==> src/rtl/pgx_pkg.sv <==
package pgx_pkg;
    typedef enum logic [1:0] {
        XK_MAPPED = 2'd0,
        XK_RANGE  = 2'd1,
        XK_ABSENT = 2'd2
    } xl_kind_e;
endpackage

==> src/rtl/pgx_table.sv <==
module pgx_table #(
    parameter int PAGE_ID_W = 4,
    parameter int FRAME_W   = 8
) (
    input  logic                 clk,
    input  logic                 rst_n,
    input  logic                 wr_en,
    input  logic [PAGE_ID_W-1:0] wr_idx,
    input  logic [FRAME_W-1:0]   wr_frame,
    input  logic                 wr_present,
    input  logic [PAGE_ID_W-1:0] rd_idx,
    output logic [FRAME_W-1:0]   rd_frame,
    output logic                 rd_present
);
    localparam int ENTRIES = 1 << PAGE_ID_W;

    typedef struct packed {
        logic               present;
        logic [FRAME_W-1:0] frame;
    } ent_t;

    ent_t [ENTRIES-1:0] tab_d, tab_q;

    for (genvar i = 0; i < ENTRIES; i++) begin : g_ent
        always_comb begin
            tab_d[i] = tab_q[i];
            if (wr_en && (wr_idx == PAGE_ID_W'(i))) begin
                tab_d[i].present = wr_present;
                tab_d[i].frame   = wr_frame;
            end
        end

        always_ff @(posedge clk) begin
            if (!rst_n) begin
                tab_q[i] <= '0;
            end else begin
                tab_q[i] <= tab_d[i];
            end
        end
    end

    assign rd_frame   = tab_q[rd_idx].frame;
    assign rd_present = tab_q[rd_idx].present;
endmodule

==> src/rtl/pgx_resolve.sv <==
module pgx_resolve
    import pgx_pkg::*;
#(
    parameter int PAGE_ID_W = 4,
    parameter int OFFSET_W  = 9,
    parameter int FRAME_W   = 8
) (
    input  logic [PAGE_ID_W-1:0]        page,
    input  logic [OFFSET_W-1:0]         offset,
    input  logic [PAGE_ID_W:0]          tbl_len,
    input  logic [FRAME_W-1:0]          ent_frame,
    input  logic                        ent_present,
    output xl_kind_e                    kind,
    output logic [FRAME_W+OFFSET_W-1:0] paddr
);
    logic in_range;

    always_comb begin
        in_range = ({1'b0, page} < tbl_len);
        if (!in_range) begin
            kind = XK_RANGE;
        end else if (!ent_present) begin
            kind = XK_ABSENT;
        end else begin
            kind = XK_MAPPED;
        end
        paddr = {ent_frame, offset};
    end
endmodule

==> src/rtl/pgx_translator.sv <==
module pgx_translator
    import pgx_pkg::*;
#(
    parameter int PAGE_ID_W = 4,
    parameter int OFFSET_W  = 9,
    parameter int FRAME_W   = 8
) (
    input  logic                        clk,
    input  logic                        rst_n,
    input  logic                        req_valid,
    input  logic [PAGE_ID_W-1:0]        req_page,
    input  logic [OFFSET_W-1:0]         req_offset,
    input  logic                        tbl_we,
    input  logic [PAGE_ID_W-1:0]        tbl_idx,
    input  logic [FRAME_W-1:0]          tbl_frame,
    input  logic                        tbl_present,
    input  logic                        len_we,
    input  logic [PAGE_ID_W:0]          len_value,
    output logic                        rsp_valid,
    output logic [FRAME_W+OFFSET_W-1:0] rsp_paddr,
    output logic                        rsp_oor,
    output logic                        rsp_fault
);
    localparam int PADDR_W = FRAME_W + OFFSET_W;
    localparam int LEN_W   = PAGE_ID_W + 1;

    typedef struct packed {
        logic               vld;
        logic               oor;
        logic               flt;
        logic [PADDR_W-1:0] pa;
        logic [LEN_W-1:0]   len;
    } st_t;

    st_t st_d, st_q;

    logic [FRAME_W-1:0] ent_frame;
    logic               ent_present;
    xl_kind_e           kind;
    logic [PADDR_W-1:0] cand_pa;

    pgx_table #(
        .PAGE_ID_W(PAGE_ID_W),
        .FRAME_W  (FRAME_W)
    ) u_table (
        .clk       (clk),
        .rst_n     (rst_n),
        .wr_en     (tbl_we),
        .wr_idx    (tbl_idx),
        .wr_frame  (tbl_frame),
        .wr_present(tbl_present),
        .rd_idx    (req_page),
        .rd_frame  (ent_frame),
        .rd_present(ent_present)
    );

    pgx_resolve #(
        .PAGE_ID_W(PAGE_ID_W),
        .OFFSET_W (OFFSET_W),
        .FRAME_W  (FRAME_W)
    ) u_resolve (
        .page       (req_page),
        .offset     (req_offset),
        .tbl_len    (st_q.len),
        .ent_frame  (ent_frame),
        .ent_present(ent_present),
        .kind       (kind),
        .paddr      (cand_pa)
    );

    always_comb begin
        st_d     = st_q;
        st_d.len = len_we ? len_value : st_q.len;
        st_d.vld = req_valid;
        st_d.oor = req_valid && (kind == XK_RANGE);
        st_d.flt = req_valid && (kind == XK_ABSENT);
        st_d.pa  = (req_valid && (kind == XK_MAPPED)) ? cand_pa : '0;
    end

    always_ff @(posedge clk) begin
        if (!rst_n) begin
            st_q <= '0;
        end else begin
            st_q <= st_d;
        end
    end

    assign rsp_valid = st_q.vld;
    assign rsp_oor   = st_q.oor;
    assign rsp_fault = st_q.flt;
    assign rsp_paddr = st_q.pa;
endmodule

==> config.mk <==
export PLATFORM = sky130hd
export DESIGN_NAME = pgx_translator
export DESIGN_NICKNAME = d
export VERILOG_FILES = /design/src/rtl/pgx_pkg.sv /design/src/rtl/pgx_table.sv /design/src/rtl/pgx_resolve.sv /design/src/rtl/pgx_translator.sv
export SDC_FILE = /design/constraint.sdc
export NUM_CORES = 1
export LEC_CHECK = 0
export ABC_AREA = 1
export BUFFER_PORTS_ARGS = -buffer_cell sky130_fd_sc_hd__buf_2
export CAP_MARGIN = 10
export CORE_MARGIN = 8
export CORE_UTILIZATION = 60
export DETAILED_ROUTE_END_ITERATION = 8
export GPL_TIMING_DRIVEN = 0
export PLACE_DENSITY = 0.8
export SYNTH_ARGS = -nofsm -noshare
export SYNTH_HDL_FRONTEND = slang
export SYNTH_SLANG_ARGS = --single-unit
==> constraint.sdc <==
create_clock -name clk -period 2.1 [get_ports clk]
set_input_delay 0.42 -clock clk [delete_from_list [all_inputs] [get_ports clk]]
set_output_delay 0.42 -clock clk [all_outputs]
set_load 0.02 [all_outputs]
### Yosys cells after proc, flatten, opt, wreduce, memory -nomap -nowiden

Cells that the tools add are included.

| storage, ports and cells | value |
|---|---|
| bits in registers | 169 |
| input port bits | 36 |
| output and inout bits | 20 |
| logic and storage cells | 82 |

| cells by class | value |
|---|---|
| $lt $le $gt $ge | 2 |
| equality and inequality tests | 17 |
| mux-type cells | 4 |
| reduce and logical (&&, ||, !) cells | 22 |

Operators with widths:

| cell | count |
|---|---|
| $bmux W9 S4 | 1 |
| $eq A4 B4 Y1 const B | 8 |
| $logic_and A1 B1 Y1 | 19 |
| $eq A4 B3 Y1 const B | 4 |
| $mux W9 | 1 |
| $eq A4 B2 Y1 const B | 2 |
| $lt A4 B5 Y1 | 1 |
| $lt A4 B5 Y1 const B | 1 |
| $eq A4 B1 Y1 const B | 1 |
| $logic_not A4 Y1 | 1 |
| $mux W2 | 2 |
| $eq A2 B1 Y1 const B | 1 |
| $eq A2 B2 Y1 const B | 1 |
| $logic_not A2 Y1 | 1 |
| $reduce_and A2 Y1 | 1 |

### Longest topological paths before layout

Gate-level depths: netlist of the first run.

| logic depth | value |
|---|---|
| depth after elaboration | 7 |
| mapped depth | 10 |
| depth with buffers taken out | 9 |

### By module

A second synthesis of the first run with hierarchy kept.

| second synthesis, totals | value |
|---|---|
| cell total of the unflattened synthesis | 1100 |
| area, all modules | 7718.7 µm² |

By module, submodules not included:

| module | times used | cells an instance | area each (µm²) | sequential area each (µm²) |
|---|---|---|---|---|
| pgx_table | 1 | 961 | 6507.5 | 2882.8 |
| pgx_translator | 1 | 101 | 965.9 | 500.5 |
| pgx_resolve | 1 | 38 | 245.2 | 0.0 |

### Least setup slack after synthesis of the first run

OpenSTA, ideal clock, no wires.

| timing | value |
|---|---|
| path type | in2reg |
| start | input req_page[2] |
| end | register st_q (netlist bit rsp_paddr[10]) |
| library setup time | 0.064 ns |
| data arrival time | 1.468 ns |
| data required time | 2.036 ns |
| slack | 0.568 ns |
| stages on the path | 9 |
| buffers on the path | 1 |
| cell sequence | ha_1 nand2_1 nand2_1 nand3_1 nand3_1 nor2_1 nand3_4 buf_6 nor2_1 |

| on the way | value |
|---|---|
| word-level cells in the longest chain between the ends | 7 |
| elaborated cells on any way between the ends | 8 |
| those cells by class | order compare: 1; mux: 4; reduce/logical: 3 |

Ends and longest elaborated chain:

| item | RTL line | text |
|---|---|---|
| start, declared | pgx_translator.sv:11 | `input logic [PAGE_ID_W-1:0] req_page,` |
| $bmux W9 S4 | pgx_table.sv:42, pgx_table.sv:43 |  |
| $mux W9 (not written as such) | pgx_table.sv:42 | `assign rd_frame = tab_q[rd_idx].frame;` |
| $mux W2 | pgx_resolve.sv:22 | `end else if (!ent_present) begin` |
| $mux W2 | pgx_resolve.sv:20 | `if (!in_range) begin` |
| $logic_not A2 Y1 | pgx_translator.sv:77 | `st_d.pa = (req_valid && (kind == XK_MAPPED)) ? cand_pa : '0;` |
| $logic_and A1 B1 Y1 | pgx_translator.sv:77 |  |
| $reduce_and A2 Y1 (no source line) | - |  |
| end signal, assigned | pgx_translator.sv:84 | `st_q <= st_d;` |
| end, declared | pgx_translator.sv:35 | `st_t st_d, st_q;` |

Several ways; a longest one is shown, not always the timed one. The select of a mux whose other input is x is not followed.
A chain may end at the register's enable or synchronous reset.

### Final worst setup path of the first run

| timing | value |
|---|---|
| start | input req_page[0] |
| end | register st_q (netlist bit rsp_paddr[13]) |

Same word-level chain as after synthesis.

==> results of run 1 <==
area by class of cell:
| type | count | area [sq um] | area share, % |
|---|---|---|---|
| flip-flops and latches | 169 | 3383 | 39.26 |
| multi-input cells | 681 | 3114 | 36.14 |
| inverters | 158 | 593.1 | 6.882 |
| plain buffers | 85 | 452.9 | 5.256 |
| clock buffers | 19 | 442.9 | 5.139 |
| repair buffers | 54 | 270.3 | 3.136 |
| well taps | 172 | 215.2 | 2.497 |
| clock inverters | 13 | 146.4 | 1.699 |
placed cells by master (no fill, tap or decap):
| cell | count |
|---|---|
| inv_6 | 2 |
| a21oi_1 | 128 |
| a21boi_0 | 1 |
| inv_1 | 151 |
| clkinv_2 | 2 |
| nand3_1 | 109 |
| nand3_4 | 1 |
| clkinvlp_4 | 2 |
| nor2_1 | 66 |
| buf_1 | 2 |
| dfxtp_1 | 169 |
| ha_1 | 3 |
| bufinv_16 | 2 |
| o21ai_1 | 5 |
| clkinv_1 | 2 |
| clkbuf_8 | 1 |
| a31oi_1 | 1 |
| nand3_2 | 1 |
| clkbuf_16 | 17 |
| clkinv_4 | 5 |
| inv_2 | 5 |
| nand2_1 | 211 |
| clkbuf_1 | 27 |
| buf_2 | 89 |
| buf_4 | 20 |
| nor2_2 | 7 |
| o21ai_0 | 148 |
| buf_6 | 2 |
Yosys cell counts:
cell	number	area, sq um
nand3_1	109	545.5
nand3_2	1	10.01
inv_1	151	566.8
nand2_1	211	792.0
buf_6	2	22.52
buf_1	2	7.510
clkinv_1	2	7.510
a21boi_0	1	7.510
inv_2	5	18.77
buf_2	35	175.2
buf_4	20	150.1
dfxtp_1	169	3383
nand3_4	1	17.52
o21ai_1	5	25.02
a31oi_1	1	6.260
nor2_1	66	247.7
clkbuf_1	26	97.59
ha_1	3	37.54
o21ai_0	148	740.7
nor2_2	7	43.79
a21oi_1	128	640.6
power breakdown:
group / total, mW / internal (mW) / leakage [nW] / switching (mW)
clock network: 3.13 / 1.79 / 0.284 / 1.34
registers: 3.30 / 3.28 / 1.37 / 0.0217
logic: 0.745 / 0.222 / 2.10 / 0.523
layer usage:
layer,part of all wire (%),vias up,wire (um),GRT usage (%)
li1,-,3624,-,-
met1,40,3382,9022,36.24
met2,45,395,10280,42.78
met5,0,-,0,0
met4,5.0,0,1151,18.39
met3,10,83,2379,4.950
cell families (layout without fill, tap and decap cells):
kind of cell / count (synthesis) / after routing / share of synthesized area (%)
buffers and inverters: 243 / 329 / 13.87
AOI/OAI and AO/OA: 283 / 283 / 18.83
DFF: 169 / 169 / 44.85
and+or+nand+nor: 395 / 395 / 21.96
adders and majority gates: 3 / 3 / 0.4976
through the flow:
| step | instance area [sq um] | setup WS [ns] | cells |
|---|---|---|---|
| 2_1_floorplan | 7543 | 0.5678 | 1093 |
| 3_3_place_gp | 8029 | 0.05601 | 1319 |
| 3_5_place_dp | 8029 | 0.04504 | 1319 |
| 4_1_cts | 8618 | 0.4891 | 1351 |
| 5_1_grt | 8618 | 0.3735 | 1351 |
| 6_report | 8618 | 0.4176 | 1351 |
worst max-delay path by stage:
stage                                to  slack, ns  cells past startpoint
after global routing      rsp_paddr[15]       0.37                     10
after global placement    rsp_paddr[13]       0.06                     11
after floorplan           rsp_paddr[10]       0.57                      9
final                     rsp_paddr[13]       0.42                     11
after detailed placement  rsp_paddr[13]       0.05                     11
after CTS                 rsp_paddr[10]       0.49                     10
state kept, by name, indices dropped and copies added (netlist names):
| name | count |
|---|---|
| rsp_valid | 1 |
| rsp_paddr | 17 |
| st_q | 5 |
| rsp_fault | 1 |
| rsp_oor | 1 |
| u_table.tab_q | 144 |
worst min-delay path, cell delays in order:
cell and delay [ns]:
buf_2 0.09, inv_1 0.04, nor2_1 0.03
==> impl_metrics.yaml, run 1 <==
status:
  status: "finished, final reports clean"
min_path:
  hold_path_end: "rsp_paddr[1]"
  min-delay-start: "req_offset[1]"
  hold_class: "in -> reg"
  holdPathStages: 3
cells_and_area:
  antenna_cells: 0
  final_nets: 1205
  area_growth_pct: 14.25
  drive_gt1_share_pct: 13.23
  fin_util_pct: 69.14
  fill_cells: 1118
detailed_routing:
  first_pass_iters: 6
  drt-vias-per-instance: 5.540
  drtAntennaViolNets: 0
  drt-total-wl_um: 22840
  initialDrtViolationCount: 911
  drc: 0
  wl_per_cell_um: 16.90
  num_vias: 7484
global_route:
  grt_max_degree: 17
  grt_remaining_overflow: 0
  grt_pass1_wl_um: 35360
  grt_usage_pct: 28.21
  grt_pass1_vias: 6786
  antenna_found_initial: 0
cts:
  ctsResizeCount: 0
  cts_buffers: 17
  cts-root-buf: "clkbuf_16"
  clock_latency_ns: 0.44
  clock-sinks: 169
  cts_tree: "built"
  clockBufferDepth: 2
  cts.clk_slew.worst_paths_ns: 0.06
  hold_buffers: 0
  cts_max_level: 4
  post_cts_buffers: 0
critical_path:
  r2r_start: "st_q[2]"
  rr_endpoint: "rsp_paddr[10]"
  path_common_cell: "nand2_1"
  reg2reg_slack_ns: 0.50
  crit_chain: "buf_2, inv_2, buf_4, buf_2, nand2_1, nand3_1, nand3_1, nand2_1, nand2_1, nand2_1, nor2_1"
  start_kind: "input port"
  worst-setup-path-type: "in -> reg"
  cp_max_fo: 10
  cp.required_ns: 2.44
  rr_worst_depth: 10
  max_stage_delay_ns: 0.35
  crit_arrival_ns: 2.02
  crit_start: "req_page[0]"
  worst-path-buf-inv: 4
  cpLargestDelayFamily: "buffers and inverters"
  end_kind: "flip-flop"
  slowest_stage: "buf_2"
place:
  portBuffers: 54
  dp_hpwl_um: 16000
  gp_congestion: 1.030
sta:
  slew_viol_final: 0
  fin_crit_sh_pct: 80.12
  post-route-min-period_ns: 1.682
  hold-worst-slack_ns: 0.1908
  fin_worst_skew_ns: 0.007961
  rsz0062_at_grt: "no"
  worst_pin_slew_ns: 0.7853
  fmax_mhz: 594.4
  setup_tns_ns: 0
  slew_headroom_pct: 47.64
  hold_viol: 0
  setup_viol: 0
power:
  power_mw: 7.183
  powerDensity_mw_per_mm2: 833.5
  leakagePower_nw: 3.751
  ir_worst_vdd_uv: 526.9
floorplanning:
  initial_core_util_pct: 60.51
  core_area_sq_mm: 0.01247
  ios: 56
  dieArea_sq_mm: 0.01642
  rows: 41
  die_height_um: 128.1
  die_w_um: 128.1
yosys:
  ys_seq_elements: 169
  synth_cell_types: 21
  syn-num-nets: 1132
  syn_inst: 1093
  syn_area_sq_mm: 0.007543
  yosysWarnings: 0
  ys_seq_area_share_pct: 44.85
  avgSynthCellArea_sq_um: 6.902
flow_run:
  drv_cap: 0
Power figures use the tool's default switching activity.
==> run 2: changes to the inputs <==
--- a/config.mk
+++ b/config.mk
@@ -5,14 +5,14 @@
 export SDC_FILE = /design/constraint.sdc
 export NUM_CORES = 1
 export LEC_CHECK = 0
-export ABC_AREA = 1
+export ABC_AREA = 0
 export BUFFER_PORTS_ARGS = -buffer_cell sky130_fd_sc_hd__buf_2
 export CAP_MARGIN = 10
 export CORE_MARGIN = 8
-export CORE_UTILIZATION = 60
+export CORE_UTILIZATION = 54
 export DETAILED_ROUTE_END_ITERATION = 8
 export GPL_TIMING_DRIVEN = 0
-export PLACE_DENSITY = 0.8
+export PLACE_DENSITY = 0.76
 export SYNTH_ARGS = -nofsm -noshare
 export SYNTH_HDL_FRONTEND = slang
 export SYNTH_SLANG_ARGS = --single-unit
==> constraint.sdc (replaced) <==
create_clock -name clk -period 1.45 [get_ports clk]
set_input_delay 0.29 -clock clk [delete_from_list [all_inputs] [get_ports clk]]
set_output_delay 0.29 -clock clk [all_outputs]
set_load 0.02 [all_outputs]
==> impl_metrics.yaml, run 2 <==
yosys:
  avgSynthCellArea_sq_um: 12.07
  synth_mux_area_share_pct: 34.35
  yosys.area_share.simple_pct: 15.79
  synth_flop_cell: "dfxtp_1"
  syn_inst: 635
  synth_fa_ha_area_share_pct: 0.4897
  synth_most_common_cell: "dfxtp_1"
  synth_top_area_share_pct: 44.14
  synth_cell_types: 26
  syn-num-nets: 674
  synth_top_family_by_area: "multiplexers"
  synth_common_cells: "dfxtp_1, mux2i_1, nor2b_1, clkbuf_1, mux4_1"
  synthXorXnorAreaFrac_pct: 0
  yosysWarnings: 0
  ys_seq_area_share_pct: 44.14
  synth_top_area_cell: "dfxtp_1"
  async_reset_ff_share_pct: 0
  synth_edf_count: 0
  ys_seq_elements: 169
  netlist_top_cells_area: "dfxtp_1, mux2i_1, nor2b_1, mux4_1, mux4_2"
  syn_area_sq_mm: 0.007665
  synth_compound_area_share_pct: 0.5877
critical_path:
  slowest_stage: "mux4_2"
  crit_chain: "mux4_2, mux2i_1, mux2i_1, o211a_1, buf_4, and2_1"
  end_kind: "flip-flop"
  max_stage_delay_ns: 0.49
  start_kind: "flip-flop"
  cp_max_fo: 5
  cp.required_ns: 1.76
  crit_arrival_ns: 2.06
  worst-setup-path-type: "reg -> reg"
  path_common_cell: "mux2i_1"
place:
  dp_hpwl_um: 12630
  pre_cts_slack_ns: -0.8365
  gp_congestion: 0.8122
  dp_cells: 868
  placed_area_sq_mm: 0.008099
  portBuffers: 53
sta:
  setup_tns_ns: -4.825
  worst_pin_slew_ns: 0.7753
  fin_crit_sh_pct: 120.4
  hold-worst-slack_ns: 0.07210
  setup_viol: 17
  fmax_mhz: 572.6
  fin_worst_skew_ns: 0.003905
  hold_viol: 0
  rsz0062_at_grt: "yes"
  post-route-min-period_ns: 1.746
  worst_slack_ns: -0.2965
  slew_headroom_pct: 48.32
  slew_viol_final: 0
global_route:
  grt_usage_pct: 20.24
  antenna_found_initial: 0
  grt_pass1_vias: 5122
  grt_pass1_wl_um: 28390
  grt_remaining_overflow: 0
  grt_max_degree: 17
status:
  status: "finished with violations"
  failed_checks: "negative setup slack"
floorplanning:
  dieArea_sq_mm: 0.01826
  die_height_um: 135.1
  ios: 56
  core_area_sq_mm: 0.01388
  die_w_um: 135.1
  initial_core_util_pct: 55.22
  rows: 43
detailed_routing:
  drtAntennaViolNets: 0
  drt-total-wl_um: 17720
  route.met3.wl_um: 1059
  met1_length_um: 8112
  initialDrtViolationCount: 325
  first_pass_iters: 5
  drc: 0
  wl_per_cell_um: 19.64
  met2_length_um: 8261
  num_vias: 4944
  drt-vias-per-instance: 5.481
  top_layer: "met4"
cts:
  cts_buffers: 17
  cts.clk_slew.worst_paths_ns: 0.06
  clockBufferDepth: 2
  cts_tree: "built"
  cts_max_level: 4
  cts-root-buf: "clkbuf_16"
  clock_latency_ns: 0.42
  clock-sinks: 169
flow_run:
  drv_cap: 0
cells_and_area:
  largest-register: "u_table.tab_q"
  final_common_cell: "dfxtp_1"
  area_growth_pct: 14.53
  drive_gt1_share_pct: 24.38
  seqCellArea_sq_mm: 0.003385
  fin_cells: 902
  largest_register_ffs: 144
  final_area_sq_mm: 0.008778
  most-common-layout-cells: "dfxtp_1, mux2i_1, nor2b_1"
  fin_util_pct: 63.24
  fill_cells: 1088
  final_nets: 749
  multi_input_area_sq_mm: 0.003880
  antenna_cells: 0
power:
  ir_worst_vdd_uv: 780.9
  power_mw: 9.993
  powerDensity_mw_per_mm2: 1138
  leakagePower_nw: 3.469
min_path:
  hold_class: "in -> reg"
==> run 2: cell types whose count changed after synthesis, moves of 108 or more <==
| cell | before | now |
|---|---|---|
| nand3_1 | 109 | 1 |
| nand2_1 | 211 | 3 |
| nor2b_1 | 0 | 151 |
| inv_1 | 151 | 4 |
| mux2i_1 | 0 | 152 |
| o21ai_0 | 148 | 1 |
| a21oi_1 | 128 | 1 |
==> run 2: path summary, 6_finish.rpt <==
path | slack, ns | end | cells after the start | start
worst min register to register | 0.51 | u_table.tab_q[128] | 2 | u_table.tab_q[128]
worst max-delay path | -0.30 | rsp_paddr[1] | 6 | u_table.tab_q[143]
worst max register to register | -0.30 | rsp_paddr[1] | 6 | u_table.tab_q[143]
worst min-delay path | 0.07 | rsp_paddr[6] | 2 | req_offset[6]
==> run 2: cells by family (layout without fill, tap and decap cells) <==
kind of cell,Yosys count,in the layout
multiplexers,196,196
AND/OR/NAND/NOR,195,195
flip-flops,169,169
buffers and inverters,66,153
AO/OA/AOI/OAI,6,6
adder cells (fa/ha/maj),3,3
==> run 2: where the power goes <==
group / switching, mW / internal [mW] / leakage, nW
clock network: 1.77 / 2.78 / 0.290
registers: 0.0318 / 4.71 / 1.37
logic: 0.386 / 0.318 / 1.81
total: 2.19 / 7.80 / 3.47
==> run 2: repair_timing <==
action                                 in CTS  in global routing
setup endpoints to repair                  18                 45
hold buffers                                0                  0
buffers inserted                            3                  0
endpoints found under the hold margin       0                  0
pin swaps                                   1                  1
resized for setup                           9                 17
==> run 2: layer usage <==
metal | vias up | GRT usage (%)
met4 | 0 | 7.896
met2 | 134 | 31.39
li1 | 2333 | -
met1 | 2454 | 26.56
met5 | - | 0
met3 | 23 | 5.193
==> run 2: final cells by class <==
type	instances	share of cell area, %
multi-input combinational	400	44.20
sequential	169	38.55
clock buffer	22	5.288
buffer	62	4.547
timing repair buffer	56	3.278
tap	180	2.566
clock inverter	9	1.397
inverter	4	0.1710
==> run 2: worst max-delay path, delay by kind of cell, from the launching register on <==
kind | cells | cell delay [ns]
buffers and inverters | 1 | 0.16
and+or+nand+nor | 1 | 0.15
muxes | 3 | 0.82
AOI/OAI and AO/OA | 1 | 0.19
DFF | 1 | 0.33
==> run 3: changes to the inputs <==
--- a/config.mk
+++ b/config.mk
@@ -9,10 +9,9 @@
 export BUFFER_PORTS_ARGS = -buffer_cell sky130_fd_sc_hd__buf_2
 export CAP_MARGIN = 10
 export CORE_MARGIN = 8
-export CORE_UTILIZATION = 54
+export CORE_UTILIZATION = 38
 export DETAILED_ROUTE_END_ITERATION = 8
 export GPL_TIMING_DRIVEN = 0
-export PLACE_DENSITY = 0.76
 export SYNTH_ARGS = -nofsm -noshare
 export SYNTH_HDL_FRONTEND = slang
 export SYNTH_SLANG_ARGS = --single-unit
==> impl_metrics.yaml, run 3 (same netlist as run 2, synthesis figures left out) <==
status:
  status: "finished with violations"
  failed_checks: "negative setup slack"
sta:
  slew_headroom_pct: 52.15
  hold-worst-slack_ns: 0.08671
  rsz0062_at_grt: "yes"
  slew_viol_final: 0
  setup_viol: 17
  setup_tns_ns: -3.401
  worst_pin_slew_ns: 0.7170
  fin_crit_sh_pct: 114.1
  fmax_mhz: 604.4
  hold_viol: 0
  post-route-min-period_ns: 1.654
  worst_slack_ns: -0.2044
  fin_worst_skew_ns: 0.008072
cts:
  clock-sinks: 169
  cts-root-buf: "clkbuf_16"
  clock_latency_ns: 0.42
  cts_tree: "built"
  cts.clk_slew.worst_paths_ns: 0.07
  clockBufferDepth: 2
  cts_buffers: 17
  cts_max_level: 4
  hold_buffers: 0
power:
  leakagePower_nw: 3.451
  p_seq_share_pct: 47.7
  powerDensity_mw_per_mm2: 1111
  p_sw_mw: 2.334
  ir_worst_vdd_uv: 755.1
  clkPwrFrac_pct: 45.1
  swShare_pct: 23.50
  pwr-share-comb_pct: 7.2
  intPower_mw: 7.599
floorplanning:
  rows: 52
  die_w_um: 158.0
  initial_core_util_pct: 38.25
  ios: 56
  dieArea_sq_mm: 0.02497
  die_height_um: 158.0
  core_area_sq_mm: 0.02004
cells_and_area:
  final_common_cell: "dfxtp_1"
  final_nets: 750
  largest-register: "u_table.tab_q"
  drive_gt1_share_pct: 26.87
  largest_register_ffs: 144
  area_growth_pct: 16.60
  fin_util_pct: 44.60
  fill_cells: 1903
  antenna_cells: 0
  most-common-layout-cells: "dfxtp_1, nor2b_1, mux2i_1"
critical_path:
  crit_arrival_ns: 1.98
  start_kind: "flip-flop"
  cp_max_fo: 5
  worst-setup-path-type: "reg -> reg"
  rr_worst_depth: 6
  cp.required_ns: 1.77
  end_kind: "flip-flop"
global_route:
  grt_pass1_vias: 4943
  grt_pass1_wl_um: 29050
  grt_remaining_overflow: 0
  antenna_found_initial: 0
  grt_max_degree: 17
  grt_usage_pct: 15.62
place:
  portBuffers: 53
  gp_congestion: 0.7725
  dp_hpwl_um: 13460
min_path:
  holdPathStages: 2
  hold_class: "in -> reg"
detailed_routing:
  first_pass_iters: 4
  drt-total-wl_um: 18960
  num_vias: 4840
  drt-vias-per-instance: 4.879
  wl_per_cell_um: 19.11
  drc: 0
  initialDrtViolationCount: 289
  drtAntennaViolNets: 0
flow_run:
  drv_cap: 0
## run 3: critical path, cell delays in order (launching register included)
cell     delay (ns)
dfxtp_2        0.32
mux4_2         0.46
mux2i_1        0.18
mux2i_2        0.14
o211a_4        0.19
buf_6          0.14
and2_4         0.12
## run 3: metal layers
layer	up-vias	share of wire, %	global-route usage, %
met3	18	5.2	3.686
met4	0	1.3	4.311
li1	2323	-	-
met1	2411	47	20.80
met2	88	46	24.89
met5	-	0	0
## run 3: final timing paths
check / startpoint / endpoint / slack (ns)
worst max-delay path: u_table.tab_q[125] / rsp_paddr[16] / -0.20
worst min-delay path: req_offset[0] / rsp_paddr[0] / 0.09
worst max register to register: u_table.tab_q[125] / rsp_paddr[16] / -0.20
worst min register to register: u_table.tab_q[91] / u_table.tab_q[91] / 0.51
## run 3: cell type report
cell class	instances	area, sq um	share of cell area, %
Buffer	62	399.1	4.466
Clock buffer	20	446.7	4.998
Clock inverter	10	122.6	1.372
Inverter	4	15.01	0.1680
Multi-Input combinational cell	400	3919	43.85
Sequential cell	169	3386	37.88
Tap cell	270	337.8	3.780
Timing Repair Buffer	57	311.5	3.486
## run 3: power groups by stage
stage | Clock (mW) | Sequential [mW] | Combinational (mW)
after floorplan | 0 | 4.84 | 0.453
after global placement | 0 | 4.84 | 0.680
after detailed placement | 0 | 4.84 | 0.696
after CTS | 4.52 | 4.74 | 0.711
after global routing | 4.75 | 4.74 | 0.775
final | 4.48 | 4.74 | 0.719
## run 3: metrics by stage
| stage | worst slack [ns] | cells | power [mW] | instance area [sq um] |
|---|---|---|---|---|
| CTS | -0.2213 | 991 | 9.968 | 8866 |
| floorplan | -0.2792 | 635 | 5.290 | 7609 |
| finish | -0.2044 | 992 | 9.933 | 8937 |
| detailed placement | -0.8464 | 958 | 5.538 | 8212 |
| global placement | -0.8585 | 958 | 5.517 | 8212 |
| global route | -0.2624 | 992 | 10.26 | 8937 |
## run 3: timing repair
| item | CTS | global route |
|---|---|---|
| endpoints found under the setup margin | 26 | 50 |
| pin swaps | 18 | 2 |
| buffers inserted | 2 | 1 |
| resized for setup | 28 | 16 |
| gates cloned | 1 | 0 |
